### src/rtl/rxmv_pkg.sv
package rxmv_pkg;

   typedef enum logic [1:0] {
      ST_IDLE,
      ST_START,
      ST_DATA,
      ST_STOP
   } rx_state_e;

   function automatic logic vote3(input logic a, input logic b, input logic c);
      return (a & b) | (a & c) | (b & c);
   endfunction

endpackage

### src/rtl/rxmv_sync.sv
module rxmv_sync #(
   parameter int STAGES = 2
) (
   input  logic clk,
   input  logic rst_n,
   input  logic din,
   output logic dout
);
   initial assert (STAGES >= 2) else $error("rxmv_sync: STAGES must be at least 2");

   logic [STAGES-1:0] chain;

   always_ff @(posedge clk or negedge rst_n) begin
      if (!rst_n) chain <= '1;
      else        chain <= {chain[STAGES-2:0], din};
   end

   assign dout = chain[STAGES-1];
endmodule

### src/rtl/rxmv_bit_engine.sv
module rxmv_bit_engine
   import rxmv_pkg::*;
#(
   parameter int DATA_W = 8,
   parameter int OSR    = 16
) (
   input  logic              clk,
   input  logic              rst_n,
   input  logic              enable,
   input  logic              tick,
   input  logic              rx_s,
   input  logic              nine_bit,
   output logic              word_valid,
   output logic [DATA_W-1:0] word_data,
   output logic              word_b8,
   output logic              word_ferr
);
   localparam int PH_W  = $clog2(OSR);
   localparam int IDX_W = $clog2(DATA_W + 1);
   localparam logic [PH_W-1:0]  PH_S1   = PH_W'(OSR/2 - 2);
   localparam logic [PH_W-1:0]  PH_S2   = PH_W'(OSR/2 - 1);
   localparam logic [PH_W-1:0]  PH_S3   = PH_W'(OSR/2);
   localparam logic [PH_W-1:0]  PH_LAST = PH_W'(OSR - 1);

   initial assert (OSR >= 8 && (OSR & (OSR - 1)) == 0)
      else $error("rxmv_bit_engine: OSR must be a power of two of at least 8");
   initial assert (DATA_W >= 2) else $error("rxmv_bit_engine: DATA_W too small");

   rx_state_e          state;
   logic [PH_W-1:0]    ph;
   logic [IDX_W-1:0]   idx;
   logic [DATA_W:0]    sr;
   logic               smp_a, smp_b, last_lvl;
   logic               level;
   logic [IDX_W-1:0]   idx_end;

   assign level   = vote3(smp_a, smp_b, rx_s);
   assign idx_end = nine_bit ? IDX_W'(DATA_W) : IDX_W'(DATA_W - 1);

   always_ff @(posedge clk or negedge rst_n) begin
      if (!rst_n) begin
         state      <= ST_IDLE;
         ph         <= '0;
         idx        <= '0;
         sr         <= '0;
         smp_a      <= 1'b1;
         smp_b      <= 1'b1;
         last_lvl   <= 1'b1;
         word_valid <= 1'b0;
         word_data  <= '0;
         word_b8    <= 1'b0;
         word_ferr  <= 1'b0;
      end else if (!enable) begin
         state      <= ST_IDLE;
         ph         <= '0;
         idx        <= '0;
         last_lvl   <= rx_s;
         word_valid <= 1'b0;
      end else begin
         word_valid <= 1'b0;
         if (tick) begin
            if (state == ST_IDLE) begin
               last_lvl <= rx_s;
               if (last_lvl && !rx_s) begin
                  state <= ST_START;
                  ph    <= '0;
               end
            end else begin
               ph <= (ph == PH_LAST) ? '0 : ph + 1'b1;
               if (ph == PH_S1) smp_a <= rx_s;
               if (ph == PH_S2) smp_b <= rx_s;
               if (ph == PH_S3) begin
                  case (state)
                     ST_START: if (level) begin
                        state    <= ST_IDLE;
                        last_lvl <= rx_s;
                     end
                     ST_DATA: sr[idx] <= level;
                     ST_STOP: begin
                        word_valid <= 1'b1;
                        word_data  <= sr[DATA_W-1:0];
                        word_b8    <= nine_bit & sr[DATA_W];
                        word_ferr  <= ~level;
                        state      <= ST_IDLE;
                        last_lvl   <= rx_s;
                     end
                     default: ;
                  endcase
               end
               if (ph == PH_LAST) begin
                  if (state == ST_START) begin
                     state <= ST_DATA;
                     idx   <= '0;
                  end else if (state == ST_DATA) begin
                     if (idx == idx_end) state <= ST_STOP;
                     else                idx   <= idx + 1'b1;
                  end
               end
            end
         end
      end
   end


   stop_returns_idle_chk: assert property (@(posedge clk) disable iff (!rst_n)
      word_valid |-> (state == ST_IDLE));

   disabled_is_idle_chk: assert property (@(posedge clk) disable iff (!rst_n)
      !enable |=> (state == ST_IDLE && !word_valid));
endmodule

### src/rtl/rxmv_fifo.sv
module rxmv_fifo #(
   parameter int W     = 10,
   parameter int DEPTH = 2
) (
   input  logic         clk,
   input  logic         rst_n,
   input  logic         flush,
   input  logic         push,
   input  logic [W-1:0] din,
   input  logic         pop,
   output logic [W-1:0] dout,
   output logic         empty,
   output logic         full
);
   localparam int AW = (DEPTH > 1) ? $clog2(DEPTH) : 1;
   localparam int CW = $clog2(DEPTH + 1);

   initial assert (DEPTH >= 2 && (DEPTH & (DEPTH - 1)) == 0)
      else $error("rxmv_fifo: DEPTH must be a power of two of at least 2");

   logic [W-1:0]  mem [DEPTH];
   logic [AW-1:0] wr_ptr, rd_ptr;
   logic [CW-1:0] count;

   always_ff @(posedge clk or negedge rst_n) begin
      if (!rst_n) begin
         wr_ptr <= '0;
         rd_ptr <= '0;
         count  <= '0;
      end else if (flush) begin
         wr_ptr <= '0;
         rd_ptr <= '0;
         count  <= '0;
      end else begin
         if (push) wr_ptr <= wr_ptr + 1'b1;
         if (pop)  rd_ptr <= rd_ptr + 1'b1;
         case ({push, pop})
            2'b10:   count <= count + 1'b1;
            2'b01:   count <= count - 1'b1;
            default: ;
         endcase
      end
   end

   always_ff @(posedge clk) begin
      if (push && !flush) mem[wr_ptr] <= din;
   end

   assign dout  = mem[rd_ptr];
   assign empty = (count == '0);
   assign full  = (count == CW'(DEPTH));


   fifo_push_full_chk: assert property (@(posedge clk) disable iff (!rst_n)
      push |-> !full);

   fifo_pop_empty_chk: assert property (@(posedge clk) disable iff (!rst_n)
      pop |-> !empty);
endmodule

### src/rtl/async_rx_vote.sv
module async_rx_vote #(
   parameter int DATA_W      = 8,
   parameter int OSR         = 16,
   parameter int DEPTH       = 2,
   parameter int SYNC_STAGES = 2,
   parameter bit ADDR_FILTER = 1'b1
) (
   input  logic              clk,
   input  logic              rst_n,
   input  logic              os_tick,
   input  logic              rx_in,
   input  logic              rx_enable,
   input  logic              nine_bit_en,
   input  logic              addr_filter_en,
   input  logic              rd_pop,
   output logic [DATA_W-1:0] rd_data,
   output logic              rd_bit8,
   output logic              rd_frame_err,
   output logic              data_avail,
   output logic              overrun
);
   localparam int ENTRY_W = DATA_W + 2;

   logic              rx_s;
   logic              w_valid, w_b8, w_ferr;
   logic [DATA_W-1:0] w_data;
   logic              accept, push, pop, q_empty, q_full;
   logic [ENTRY_W-1:0] q_out;

   rxmv_sync #(.STAGES(SYNC_STAGES)) u_sync (
      .clk(clk), .rst_n(rst_n), .din(rx_in), .dout(rx_s)
   );

   rxmv_bit_engine #(.DATA_W(DATA_W), .OSR(OSR)) u_engine (
      .clk(clk), .rst_n(rst_n), .enable(rx_enable), .tick(os_tick),
      .rx_s(rx_s), .nine_bit(nine_bit_en),
      .word_valid(w_valid), .word_data(w_data), .word_b8(w_b8), .word_ferr(w_ferr)
   );

   generate
      if (ADDR_FILTER) begin : g_filter
         assign accept = !(nine_bit_en && addr_filter_en) || w_b8;

         filter_drop_chk: assert property (@(posedge clk) disable iff (!rst_n)
            (w_valid && nine_bit_en && addr_filter_en && !w_b8) |=> $stable(data_avail) || !rx_enable || $fell(data_avail));
      end else begin : g_nofilter
         assign accept = 1'b1;
      end
   endgenerate

   assign push = rx_enable && w_valid && accept && !overrun && !q_full;
   assign pop  = rd_pop && !q_empty;

   always_ff @(posedge clk or negedge rst_n) begin
      if (!rst_n)                                       overrun <= 1'b0;
      else if (!rx_enable)                              overrun <= 1'b0;
      else if (w_valid && accept && !overrun && q_full) overrun <= 1'b1;
   end

   rxmv_fifo #(.W(ENTRY_W), .DEPTH(DEPTH)) u_fifo (
      .clk(clk), .rst_n(rst_n), .flush(!rx_enable),
      .push(push), .din({w_ferr, w_b8, w_data}),
      .pop(pop), .dout(q_out), .empty(q_empty), .full(q_full)
   );

   assign rd_data      = q_out[DATA_W-1:0];
   assign rd_bit8      = q_empty ? 1'b0 : q_out[DATA_W];
   assign rd_frame_err = q_empty ? 1'b0 : q_out[DATA_W+1];
   assign data_avail   = !q_empty;


   overrun_hold_chk: assert property (@(posedge clk) disable iff (!rst_n)
      (overrun && rx_enable) |=> overrun);

   disable_clear_chk: assert property (@(posedge clk) disable iff (!rst_n)
      !rx_enable |=> (!overrun && !data_avail));

   avail_after_push_chk: assert property (@(posedge clk) disable iff (!rst_n)
      (push && rx_enable) |=> data_avail);
endmodule

### config.mk
export PLATFORM = sky130hd
export DESIGN_NAME = async_rx_vote
export DESIGN_NICKNAME = d
export VERILOG_FILES = /design/src/rtl/rxmv_pkg.sv /design/src/rtl/rxmv_sync.sv /design/src/rtl/rxmv_bit_engine.sv /design/src/rtl/rxmv_fifo.sv /design/src/rtl/async_rx_vote.sv
export SDC_FILE = /design/constraint.sdc
export NUM_CORES = 1
export LEC_CHECK = 0
export BUFFER_PORTS_ARGS = -buffer_cell sky130_fd_sc_hd__clkbuf_2
export CORE_AREA = 2 2 69 78
export DETAILED_ROUTE_END_ITERATION = 10
export DIE_AREA = 0 0 71 80
export PLACE_DENSITY = 0.79
export SLEW_MARGIN = 20
export SYNTH_ARGS = -nofsm -noshare
export SYNTH_HDL_FRONTEND = slang
export SYNTH_HIERARCHICAL = 1
export SYNTH_SLANG_ARGS = --single-unit
export TNS_END_PERCENT = 30
### constraint.sdc
create_clock -name clk -period 3.36 [get_ports clk]
set_input_delay 0.504 -clock clk [delete_from_list [all_inputs] [get_ports clk]]
set_output_delay 0.504 -clock clk [all_outputs]
set_load 0.005 [all_outputs]
## Yosys cells after proc, flatten, opt, wreduce, memory -nomap -nowiden

Memory sizes are Yosys's and may differ from the RTL's.
Index checks and enable logic that the tools add are counted.

| operators by class | value |
|---|---|
| $add $sub $neg | 6 |
| magnitude comparators | 2 |
| equal/unequal tests | 24 |
| multiplexer cells | 50 |
| bitwise operators | 8 |
| reductions and logical operators | 27 |

Operators with widths:

| cell | number |
|---|---|
| 4-bit two-way mux | 13 |
| 2-bit two-way mux | 11 |
| 1-bit two-way mux | 21 |
| 5-bit AND reduction | 3 |
| 1-bit logical AND | 12 |
| 4-bit AND reduction | 3 |
| 9-bit bitwise mux | 1 |
| 3-bit by 1-bit inequality test with 1-bit output (second input constant) | 3 |
| 4-bit by 1-bit adder with 4-bit output (second input constant) | 2 |
| 2-bit equality test (second input constant) | 4 |
| 4-bit by 3-bit equality test with 1-bit output (second input constant) | 2 |
| 4-bit equality test (second input constant) | 2 |
| 2-bit by 1-bit inequality test with 1-bit output (second input constant) | 4 |
| 2-bit one-hot mux with 2 select lines | 2 |
| 1-bit logical NOT | 5 |
| 4-bit by 5-bit less-than comparator with 1-bit output (second input constant) | 1 |
| 1-bit bitwise AND | 4 |
| 1-bit demux with 4-bit select | 1 |
| 2-bit by 1-bit equality test with 1-bit output (second input constant) | 2 |
| 4-bit equality test | 1 |
| 4-bit by 1-bit greater-or-equal comparator with 1-bit output (second input constant) | 1 |
| 2-bit logical NOT | 2 |
| 2-bit inequality test (second input constant) | 2 |
| 4-bit by 1-bit inequality test with 1-bit output (second input constant) | 1 |
| other kinds (11) | 14 |

| storage, ports and cells | value |
|---|---|
| bits in registers | 40 |
| bits in writable memories | 20 |
| input bits | 8 |
| memories | 1 |

Memory list:

| memory | depth | bits a word | read ports | clocked after Yosys merged registers in | wr ports | RTL line | source |
|---|---|---|---|---|---|---|---|
| u_fifo.mem | 2 | 10 | 1 | 0 | 1 | rxmv_fifo.sv:21 | `logic [W-1:0] mem [DEPTH];` |

## Depth between registers and ports, before layout

| logic depth | value |
|---|---|
| depth in word-level cells | 13 |
| depth in mapped cells | 7 |
| depth with buffers taken out | 6 |

## Cells and area by module

The synthesis kept the hierarchy.

Modules (own cells, without submodules):

| module | instances | cells an instance | area each (um2) |
|---|---|---|---|
| rxmv_bit_engine | 1 | 161 | 1752.9 |
| rxmv_fifo | 1 | 52 | 939.7 |
| async_rx_vote | 1 | 12 | 90.1 |
| rxmv_sync | 1 | 2 | 52.6 |

## Worst setup path before layout

Ideal clock, no wire load.

| timing | value |
|---|---|
| kind | input port to flip-flop |
| start | input addr_filter_en |
| end | memory u_fifo.mem[0][0], enable pin |
| library setup time | 0.392 ns |
| arrival | 1.982 ns |
| required time | 2.968 ns |
| path slack | 0.986 ns |
| cell stages on the path | 3 |
| buffers on the path | 0 |
| path through | and3b_1 nor4_2 nor3b_1 |

| between the ends | value |
|---|---|
| word-level cells in the longest chain between the ends | 9 |

Ends and longest elaborated chain:

| item | RTL line | source |
|---|---|---|
| from (decl) | async_rx_vote.sv:14 | `input logic addr_filter_en,` |
| 1-bit logical AND | async_rx_vote.sv:42 | `assign accept = !(nine_bit_en && addr_filter_en) \|\| w_b8;` |
| 1-bit logical NOT | async_rx_vote.sv:42 |  |
| 1-bit logical OR | async_rx_vote.sv:42 |  |
| 1-bit logical AND (3 in series) | async_rx_vote.sv:51 | `assign push = rx_enable && w_valid && accept && !overrun && !q_full;` |
| net push | async_rx_vote.sv:27 | `logic accept, push, pop, q_empty, q_full;` |
| 1-bit logical AND | rxmv_fifo.sv:46 | `if (push && !flush) mem[wr_ptr] <= din;` |
| 1-bit two-way mux | rxmv_fifo.sv:46 |  |
| 1-bit two-way mux (not written as such) | rxmv_fifo.sv:46 |  |
| to (decl) | rxmv_fifo.sv:21 |  |

The timed path passes the listed nets, and every way through them passes these cells.

## Final worst setup path

| timing | value |
|---|---|
| start | register u_engine.ph[0] |
| end | register u_engine.sr[2] |

| between the ends | value |
|---|---|
| word-level cells in the longest chain between the ends | 2 |

Ends and longest elaborated chain:

| item | RTL line | source |
|---|---|---|
| from (decl) | rxmv_bit_engine.sv:30 | `logic [PH_W-1:0] ph;` |
| from (signal assigned) | rxmv_bit_engine.sv:69 | `ph <= (ph == PH_LAST) ? '0 : ph + 1'b1;` |
| 4-bit equality test | rxmv_bit_engine.sv:72 | `if (ph == PH_S3) begin` |
| 5-bit AND reduction (no line) | - |  |
| to (signal, indexed assignment) | rxmv_bit_engine.sv:78 | `ST_DATA: sr[idx] <= level;` |
| to (decl) | rxmv_bit_engine.sv:32 | `logic [DATA_W:0] sr;` |

No other way between the ends.
A chain may end at the register's enable or synchronous reset.

==> impl_metrics.csv <==
group,metric,value,unit
grt,gr-total-overflow,0,
sta,worstMarginPinSlew,0.863,ns
yosys,ys_ff_latch,60,
grt,grt_pass1_vias,1858,
setup_path,crit_required,3.58,ns
finish,final_util,64.8,%
yosys,yosysWarnings,6,
setup_path,cp-start-kind,"flip-flop",
clock_network,post_cts_resized,0,
floorplanning,ios,20,
yosys,ys_seq_area_share,56.7,%
yosys,yosys.cell_types.count,53,
yosys,synth_top_area_share,30.9,%
sta,slew_headroom,42.4,%
placed_design,finalWeightedCongestion,0.774,
placed_design,numPortBuffers,19,
sta,setup_tns,0,ns
yosys,yosysTopAreaCell,"dfrtp_1",
finish,multi_input_area,0.00114,mm^2
setup_path,crit_type,"flip-flop to flip-flop",
floorplanning,start_util,57.9,%
yosys,synth_area_leaders,"dfrtp_1 31%, edfxtp_1 21%, mux2_2 11%, dfstp_2 4.6%, ha_1 3.1%",
sta,fin_skew,0.00650,ns
floorplanning,dieArea,0.00568,mm^2
drt,routedWlPerCell,15.2,um
power_and_ir_drop,power_density,477,mW/mm^2
drt,drt_pass1_iterations,4,
grt,grt_pass1_wl,8.24,mm
yosys,ys_async_sr_fraction,66.7,%
setup_path,arrival,2.36,ns
clock_network,clk_latency,0.33,ns
sta,hold_viol,0,
finish,antenna_cells,0,
clock_network,clk_pin_slew,0.07,ns
grt,track_usage,18.7,%
power_and_ir_drop,power.leakage,0.00135,uW
yosys,syn_avg_cell_area,12.5,um^2
finish,regArea,0.00161,mm^2
power_and_ir_drop,peakVddDrop,0.275,mV
clock_network,clock_tree.root_cell,"clkbuf_8",
sta,slew_violations,0,
yosys,synth_nets,242,
sta,finalCriticalPeriod,2.14,ns
drt,drc,0,
clock_network,clockBufferDepth,2,
flow_run,max_cap_violations,0,
clock_network,cts.sinks,60,
yosys,synth_top_flop_cell,"dfrtp_1",
clock_network,post-cts-setup-buffers,0,
hold_path,hold_path_class,"input port to flip-flop",
drt,ant_nets,0,
finish,n_fill_cell,383,
grt,antenna_found_initial,0,
setup_path,critPathMaxFanout,9,
floorplanning,die_h,80,um
drt,drt_iter0_drc,90,
grt,grt_max_degree,41,
setup_path,endpoint_kind,"flip-flop",
yosys,synth_cells,227,
drt,wl,4.76,mm
sta,setup_viol,0,
clock_network,cts_tree,"built",
yosys,syn_area,0.00284,mm^2
floorplanning,dieWidth,71,um
finish,num-nets-final,265,
clock_network,cts_buffers,9,
drt,vias,1821,
placed_design,dp_hpwl,3.22,mm
clock_network,htree_levels,3,
sta,period_share,63.6,%
clock_network,cts.hold.buffers_added,0,
floorplanning,core_area,0.00490,mm^2
sta,rsz0062_at_grt,"false",
yosys,synth_edf_count,20,
sta,max_freq,468,MHz
status,status,"finished clean",
finish,synthToLayoutAreaGrowth,11.9,%
drt,routed_via_density,5.82,
finish,drive_gt1_share,29.8,%
floorplanning,num_rows,27,
==> path summary, 6_finish.rpt <==
kind	from	endpoint	slack, ns	cells after the start
max in group asynchronous	rst_n	u_engine/word_data[3]$_DFFE_PN0P_	2.53	1
worst min register to register	u_sync/chain[0]$_DFF_PN1_	u_sync/chain[1]$_DFF_PN1_	0.36	0
worst max register to register	u_engine/ph[0]$_DFFE_PN0P_	u_engine/sr[2]$_DFFE_PN0P_	1.22	6
worst max-delay path	u_engine/ph[0]$_DFFE_PN0P_	u_engine/sr[2]$_DFFE_PN0P_	1.22	6
min in group asynchronous	rst_n	u_engine/ph[0]$_DFFE_PN0P_	0.28	1
worst min-delay path	rx_in	u_sync/chain[0]$_DFF_PN1_	0.25	1
==> routing by layer <==
layer | part of all wire [%] | vias to the layer above | GRT usage (%)
met5 | 0 | - | 0
met4 | 1.5 | 0 | 6.60
met3 | 3.0 | 9 | 5.43
met2 | 52 | 28 | 33.8
met1 | 44 | 898 | 20.8
li1 | - | 886 | -
==> state kept, by name, summed over array words and instances, names as in the netlist, 2 cells and up <==
| name | count |
|---|---|
| u_fifo/mem | 20 |
| u_engine/sr | 9 |
| u_engine/word_data | 8 |
| u_engine/idx | 4 |
| u_engine/ph | 4 |
| u_engine/state | 2 |
| u_fifo/count | 2 |
| u_sync/chain | 2 |
==> synth_stat cells (2+ instances only) <==
cell type and number:
buf_4 2, o21ai_0 8, nand2_1 13, mux2_2 27, nand4b_1 2, nand3b_1 2, dfstp_2 5, ha_1 7
o211ai_1 2, nand2b_1 2, or4b_1 2, nor3b_1 4, buf_2 4, inv_1 11, nor3_1 2, nand3_1 11
clkbuf_1 2, nor2b_1 7, nand4_1 2, a221oi_1 2, a21oi_1 9, mux2_1 3, xnor2_1 2, dfrtp_1 35
edfxtp_1 20, nor3_2 2, and3b_1 4, nor2_1 9, o22ai_1 2
==> per-stage QoR <==
| step | setup slack [ns] | std cells | total power, uW | instance area (um^2) | hold slack, ns |
|---|---|---|---|---|---|
| 2_1_floorplan | 0.986 | 227 | 852 | 2840 | 0.208 |
| 4_1_cts | 1.22 | 313 | 1530 | 3170 | 0.237 |
| 3_5_place_dp | 1.12 | 297 | 890 | 2970 | 0.348 |
| 5_1_grt | 1.10 | 313 | 1580 | 3170 | 0.232 |
| 6_report | 1.22 | 313 | 1510 | 3170 | 0.250 |
| 3_3_place_gp | 1.21 | 297 | 886 | 2970 | 0.346 |
==> cells in the final DEF (no fill, tap or decap), types with 2 or more instances in the layout <==
cell type,Yosys,final
edfxtp_1,20,20
nor2b_1,7,7
nand3b_1,2,2
nand2_1,13,13
clkbuf_8,0,9
and3b_1,4,4
nor3_1,2,2
a221oi_1,2,2
mux2_2,27,27
nor3b_1,4,4
mux2_1,3,3
nand4b_1,2,2
o211ai_1,2,2
ha_1,7,7
dfstp_2,5,5
clkinvlp_4,0,2
a21oi_1,9,9
inv_1,11,11
buf_4,2,2
xnor2_1,2,2
nor2_1,9,9
nor3_2,2,2
nand2b_1,2,2
o22ai_1,2,2
clkbuf_2,0,18
nand3_1,11,11
clkinv_4,0,2
dfrtp_1,35,35
nand4_1,2,2
or4b_1,2,2
o21ai_0,8,8
==> layout make-up <==
| class | count | area share (%) |
|---|---|---|
| Tap cell | 58 | 2.29 |
| Clock inverter | 7 | 2.41 |
| Timing Repair Buffer | 21 | 3.47 |
| Clock buffer | 9 | 3.91 |
| Inverter | 11 | 1.30 |
| Sequential cell | 60 | 50.7 |
| Multi-Input combinational cell | 147 | 35.9 |
==> power breakdown <==
| part | internal [uW] | total [uW] | switching (uW) |
|---|---|---|---|
| Clock | 345 | 639 | 293 |
| Combinational | 44.2 | 92.4 | 48.2 |
| Sequential | 764 | 782 | 17.8 |
| Total | 1150 | 1510 | 359 |
==> worst max-delay path, cell delays in order, from the launching register on <==
cell,delay (ns)
dfrtp_1,0.44
inv_1,0.10
ha_1,0.17
nand3b_1,0.16
nor3_2,0.51
and4bb_2,0.31
mux2_2,0.32
==> cell families (layout without fill, tap and decap cells) <==
family          Yosys count  count (layout)  share of synthesized area, %
simple gates             70              70                          15.4
fa+ha+maj                 8               8                          3.44
flops                    60              60                          56.7
xor+xnor                  3               3                         0.927
buf+inv                  20              48                          3.09
compound gates           36              36                          8.47
mux                      30              30                          11.9
(Power assumes the default switching activity.)
